--- src/rtl/wdog_esc_pkg.sv ---
package wdog_esc_pkg;

   localparam int N_PER_CODES = 4;
   localparam int N_RST_KINDS = 4;

   typedef enum logic [1:0] {
      RK_NONE = 2'd0,
      RK_CORE = 2'd1,
      RK_CHIP = 2'd2,
      RK_SYS  = 2'd3
   } rst_kind_e;

   typedef struct packed {
      logic warned;
      logic irqs;
   } stage_t;

endpackage

--- src/rtl/wdog_esc_tickbase.sv ---
module wdog_esc_tickbase
   import wdog_esc_pkg::*;
#(
   parameter int CNT_W    = 64,
   parameter int PER_BASE = 17,
   parameter int PER_STEP = 4
) (
   input  logic       clk,
   input  logic       rst_n,
   input  logic       tick_i,
   input  logic [1:0] per_sel_i,
   output logic       expire_o
);

   localparam int TOP_BIT = PER_BASE + (N_PER_CODES - 1) * PER_STEP;

   if (PER_BASE < 2) begin : g_bad_base
      $error("PER_BASE must be at least 2");
   end
   if (PER_STEP < 1) begin : g_bad_step
      $error("PER_STEP must be at least 1");
   end
   if (TOP_BIT > CNT_W) begin : g_bad_width
      $error("longest period does not fit in CNT_W");
   end

   logic [CNT_W-1:0]       cnt_q;
   logic [N_PER_CODES-1:0] hit;

   always_ff @(posedge clk or negedge rst_n) begin
      if (!rst_n) begin
         cnt_q <= '0;
      end else begin
         cnt_q <= cnt_q + {{(CNT_W-1){1'b0}}, tick_i};
      end
   end

   // One comparator per period code: low LB bits sit just below the
   // point where bit LB-1 goes from 0 to 1.
   for (genvar g = 0; g < N_PER_CODES; g++) begin : g_per
      localparam int LB = PER_BASE + g * PER_STEP;
      assign hit[g] = (cnt_q[LB-1:0] == {1'b0, {(LB-1){1'b1}}});
   end

   assign expire_o = tick_i & hit[per_sel_i];

endmodule

--- src/rtl/wdog_esc_stage.sv ---
module wdog_esc_stage
   import wdog_esc_pkg::*;
(
   input  logic       clk,
   input  logic       rst_n,
   input  logic       expire_i,
   input  logic       irq_en_i,
   input  logic [1:0] rst_sel_i,
   input  logic [1:0] clr_i,
   output logic       warned_o,
   output logic       irqs_o,
   output logic [1:0] kind_o,
   output logic       irq_o,
   output logic       fire_o
);

   stage_t    stage_q, stage_eff, stage_d;
   rst_kind_e kind_q, kind_d;
   logic      park_q, park_d;
   logic      irq_q, irq_d;
   logic      fire_q, fire_d;
   logic      rearm;

   always_comb begin
      stage_eff.warned = stage_q.warned & ~clr_i[1];
      stage_eff.irqs   = stage_q.irqs   & ~clr_i[0];
      rearm            = (|clr_i) & ~stage_eff.warned & ~stage_eff.irqs;
      park_d           = park_q & ~rearm;
      stage_d          = stage_eff;
      kind_d           = kind_q;
      irq_d            = irq_q & ~clr_i[0];
      fire_d           = 1'b0;
      if (expire_i && !park_d) begin
         unique case ({stage_eff.warned, stage_eff.irqs})
            2'b00, 2'b01: stage_d.warned = 1'b1;
            2'b10: begin
               stage_d.irqs = 1'b1;
               if (irq_en_i) begin
                  irq_d = 1'b1;
               end
            end
            default: begin
               kind_d = rst_kind_e'(rst_sel_i);
               fire_d = 1'b1;
               park_d = 1'b1;
            end
         endcase
      end
   end

   always_ff @(posedge clk or negedge rst_n) begin
      if (!rst_n) begin
         stage_q <= '0;
         kind_q  <= RK_NONE;
         park_q  <= 1'b0;
         irq_q   <= 1'b0;
         fire_q  <= 1'b0;
      end else begin
         stage_q <= stage_d;
         kind_q  <= kind_d;
         park_q  <= park_d;
         irq_q   <= irq_d;
         fire_q  <= fire_d;
      end
   end

   assign warned_o = stage_q.warned;
   assign irqs_o   = stage_q.irqs;
   assign kind_o   = kind_q;
   assign irq_o    = irq_q;
   assign fire_o   = fire_q;

endmodule

--- src/rtl/wdog_esc_rstreq.sv ---
module wdog_esc_rstreq
   import wdog_esc_pkg::*;
(
   input  logic                   fire_i,
   input  logic [1:0]             kind_i,
   output logic [N_RST_KINDS-2:0] req_o
);

   // Kind 0 requests nothing; kinds 1..3 map to one request line each.
   for (genvar k = 1; k < N_RST_KINDS; k++) begin : g_req
      assign req_o[k-1] = fire_i & (kind_i == 2'(k));
   end

endmodule

--- src/rtl/wdog_escalator.sv ---
module wdog_escalator
   import wdog_esc_pkg::*;
#(
   parameter int CNT_W    = 64,
   parameter int PER_BASE = 17,
   parameter int PER_STEP = 4
) (
   input  logic       clk,
   input  logic       rst_n,
   input  logic       tick_i,
   input  logic [1:0] per_sel_i,
   input  logic [1:0] rst_sel_i,
   input  logic       irq_en_i,
   input  logic [1:0] stat_clr_i,
   output logic       stat_next_o,
   output logic       stat_irq_o,
   output logic [1:0] stat_kind_o,
   output logic       irq_o,
   output logic       rst_core_o,
   output logic       rst_chip_o,
   output logic       rst_sys_o
);

   logic                   expire;
   logic                   fire;
   logic [N_RST_KINDS-2:0] req;

   wdog_esc_tickbase #(
      .CNT_W    (CNT_W),
      .PER_BASE (PER_BASE),
      .PER_STEP (PER_STEP)
   ) i_tickbase (
      .clk       (clk),
      .rst_n     (rst_n),
      .tick_i    (tick_i),
      .per_sel_i (per_sel_i),
      .expire_o  (expire)
   );

   wdog_esc_stage i_stage (
      .clk       (clk),
      .rst_n     (rst_n),
      .expire_i  (expire),
      .irq_en_i  (irq_en_i),
      .rst_sel_i (rst_sel_i),
      .clr_i     (stat_clr_i),
      .warned_o  (stat_next_o),
      .irqs_o    (stat_irq_o),
      .kind_o    (stat_kind_o),
      .irq_o     (irq_o),
      .fire_o    (fire)
   );

   wdog_esc_rstreq i_rstreq (
      .fire_i (fire),
      .kind_i (stat_kind_o),
      .req_o  (req)
   );

   assign rst_core_o = req[0];
   assign rst_chip_o = req[1];
   assign rst_sys_o  = req[2];

endmodule

--- config.mk ---
export PLATFORM = sky130hd
export DESIGN_NAME = wdog_escalator
export DESIGN_NICKNAME = d
export VERILOG_FILES = /design/src/rtl/wdog_esc_pkg.sv /design/src/rtl/wdog_esc_tickbase.sv /design/src/rtl/wdog_esc_stage.sv /design/src/rtl/wdog_esc_rstreq.sv /design/src/rtl/wdog_escalator.sv
export SDC_FILE = /design/constraint.sdc
export NUM_CORES = 1
export LEC_CHECK = 0
export ABC_AREA = 1
export BUFFER_PORTS_ARGS = -buffer_cell sky130_fd_sc_hd__buf_2
export CORE_MARGIN = 2
export CORE_UTILIZATION = 53
export CTS_CLUSTER_DIAMETER = 30
export DETAILED_ROUTE_END_ITERATION = 7
export PLACE_DENSITY = 0.77
export SKIP_LAST_GASP = 1
export SLEW_MARGIN = 30
export SYNTH_ARGS = -nofsm -noshare
export SYNTH_HDL_FRONTEND = slang
export SYNTH_SLANG_ARGS = --single-unit
export TNS_END_PERCENT = 20
--- constraint.sdc ---
create_clock -name clk -period 1.5 [get_ports clk]
set_input_delay 0.15 -clock clk [delete_from_list [all_inputs] [get_ports clk]]
set_output_delay 0.15 -clock clk [all_outputs]
set_load 0.01 [all_outputs]
==> results.sh <==
export IMPL_p_per_area_mw_per_mm2=944.4
export IMPL_drive_above_1_share=0.2841
export IMPL_synth_main_ff_cell="dfrtp_1"
export IMPL_clk_insertion_delay_late_ps=290
export IMPL_synth_edff_count=0
export IMPL_clk_path_buf_depth=2
export IMPL_cts_sinks=36
export IMPL_yosysTopAreaCell="dfrtp_1"
export IMPL_dp_hpwl_mm=3.118
export IMPL_hold_slack_ps=112.0
export IMPL_synth_most_common_cell="nand2_1"
export IMPL_drt_iter0_markers=96
export IMPL_area_growth_pct=23.75
export IMPL_finalClockSkew_ps=5.528
export IMPL_syn_area_mm2=0.001944
export IMPL_first_global_vias=1559
export IMPL_final_area_mm2=0.002406
export IMPL_antenna_found_initial=0
export IMPL_firstDrtPassIters=4
export IMPL_ys_ff_latch=36
export IMPL_power_static_leakage_uw=0.001185
export IMPL_finalSetupViolations=4
export IMPL_worst_slew_pin_slew_ps=465.0
export IMPL_fin_nets=282
export IMPL_crit_required_ps=1720
export IMPL_timing_final_crit_share=1.034
export IMPL_grt_max_degree=20
export IMPL_num_fill_cells=315
export IMPL_yosys_warnings=0
export IMPL_fmax_ghz=0.6448
export IMPL_io_pins=18
export IMPL_wl_mm=4.128
export IMPL_clk_pin_slew_worst_paths_ps=70
export IMPL_vias=1582
export IMPL_register_area_um2=900.9
export IMPL_critical_path_arrival_ps=1770
export IMPL_grtUsageTotal=0.2239
export IMPL_violations="setup timing"
export IMPL_numCtsBuffers=5
export IMPL_cts_root_buf="clkbuf_8"
export IMPL_p_total_uw=2272
export IMPL_finalMaxSlewViolations=0
export IMPL_synth_seq_area_share=0.4633
export IMPL_multi_input_area_mm2=0.001007
export IMPL_cts_htree_levels=2
export IMPL_synth_distinct_cells=22
export IMPL_criticalPathCategory="reg -> reg"
export IMPL_cp_start_kind="register"
export IMPL_ys_async_sr_fraction=1.000
export IMPL_die_area_mm2=0.004169
export IMPL_regToRegSetupSlack_ps=-50
export IMPL_netlist_area_leader_share=0.4633
export IMPL_placed_area_mm2=0.002240
export IMPL_cp_end_kind="register"
export IMPL_syn_avg_cell_area_um2=8.719
export IMPL_wl_per_cell_um=12.94
export IMPL_io_buffers=17
export IMPL_synth_nets=235
export IMPL_max_cap_violations=0
export IMPL_hold_class="in -> reg"
export IMPL_viasPerCell=4.959
export IMPL_grt_ovfl_total=0
export IMPL_antenna_cells=0
export IMPL_start_util=0.5392
export IMPL_outcome="finished with violations"
export IMPL_synthTopCellsByArea="dfrtp_1 (46%), nand2_1 (12%), xor2_1 (6.8%)"
export IMPL_setup_tns_ps=-125.4
export IMPL_synth_common_cells="nand2_1 (60), dfrtp_1 (36), nor2_1 (29), inv_1 (19), xor2_1 (15)"
export IMPL_pre_cts_ws_ps=-61.18
export IMPL_fp_dieW_um=64.57
export IMPL_slew_headroom=0.6900
export IMPL_grt_setup_unrepaired="yes"
export IMPL_setup_ws_ps=-50.94
export IMPL_drc=0
export IMPL_fin_crit_ps=1551
export IMPL_hold_viol_final=0
export IMPL_fp_row_count=22
export IMPL_ir_drop_v=0.0004805
export IMPL_core_mm2=0.003606
export IMPL_cts_tree="done"
export IMPL_grt_pass1_wl_mm=7.024
export IMPL_ant_nets=0
export IMPL_die_height_um=64.57
export IMPL_synthesis_instances=223
export IMPL_gp_congestion=0.9008
export IMPL_critPathMaxFanout=4
## cell usage in the layout (no fill, tap or decap), types with 8 or more instances in the layout
master	n
xor2_1	15
nor2_1	28
buf_2	17
nand2_2	8
nand3_1	8
dfrtp_1	36
nand2_1	60
inv_1	17
xnor2_1	10
buf_4	20
## report_power, final
part | switching, uW | leakage, uW | internal (uW)
Sequential | 127 | 0.000481 | 1060
Clock | 327 | 0.0000455 | 374
Combinational | 191 | 0.000659 | 190
## through the flow
stage	instances	utilization
after floorplan	223	-
after global placement	306	0.6211
after detailed placement	306	0.6211
after CTS	315	0.6489
after global routing	319	0.6672
final	319	0.6672
## path summary, 6_finish.rpt
kind                                      startpoint                    to  depth (start not counted)
worst max register to register   i_tickbase.cnt_q[0]  i_tickbase.cnt_q[20]                          9
max in group asynchronous                      rst_n  i_tickbase.cnt_q[22]                          3
min in group asynchronous                      rst_n   i_tickbase.cnt_q[1]                          2
worst max-delay path             i_tickbase.cnt_q[0]  i_tickbase.cnt_q[20]                          9
worst min register to register  i_tickbase.cnt_q[27]  i_tickbase.cnt_q[27]                          1
worst min-delay path                    rst_sel_i[0]     i_stage.kind_o[0]                          3
## state kept, by name, summed over array words and instances, names as in the netlist
register / cells
i_stage.irqs_o: 1
i_stage.kind_o: 2
i_stage.fire_o: 1
i_stage.warned_o: 1
i_tickbase.cnt_q: 29
i_stage.park_q: 1
i_stage.irq_o: 1
## cells by family (layout without fill, tap and decap cells)
family,count (synthesis),count (layout),share of synthesized area
adder cells (fa/ha/maj),2,2,0.01287
XOR/XNOR,25,25,0.1126
flip-flops,36,36,0.4633
buffers and inverters,19,67,0.03668
AND/OR/NAND/NOR,139,139,0.3674
AO/OA/AOI/OAI,2,2,0.007077
## cell type report
type / count / share of cell area
multi-input cells: 168 / 0.4186
inverters: 19 / 0.02964
repair buffers: 40 / 0.1149
clock buffers: 8 / 0.03744
well taps: 48 / 0.02496
flip-flops and latches: 36 / 0.3744
## critical path, stage by stage, from the launching register on
cell and delay [ps]:
dfrtp_1 400, ha_4 170, ha_4 130, inv_2 40, nor2_4 150, nand2_4 100
nor2_8 140, nand3_2 70, nor2_2 120, xor2_1 150
## per-layer routing
metal  part of all wire  vias up  routed length [um]  global-route usage
met5                  0        -                   0                   0
met4              0.028        0                 114              0.1117
met3              0.024        9                 101             0.04861
met2               0.48       22                1969              0.3490
met1               0.47      754                1942              0.2958
li1                   -      797                   -                   -
## timing repair
action                                  CTS  global route
gates resized for setup                   0             8
endpoints found under the hold margin    18             0
pin swaps                                 1             7
cloned                                    0             0
hold buffers                              1             0
buffers inserted                          0             4
endpoints found under the setup margin    6            17
No activity file was read; power rests on OpenSTA's default activity.
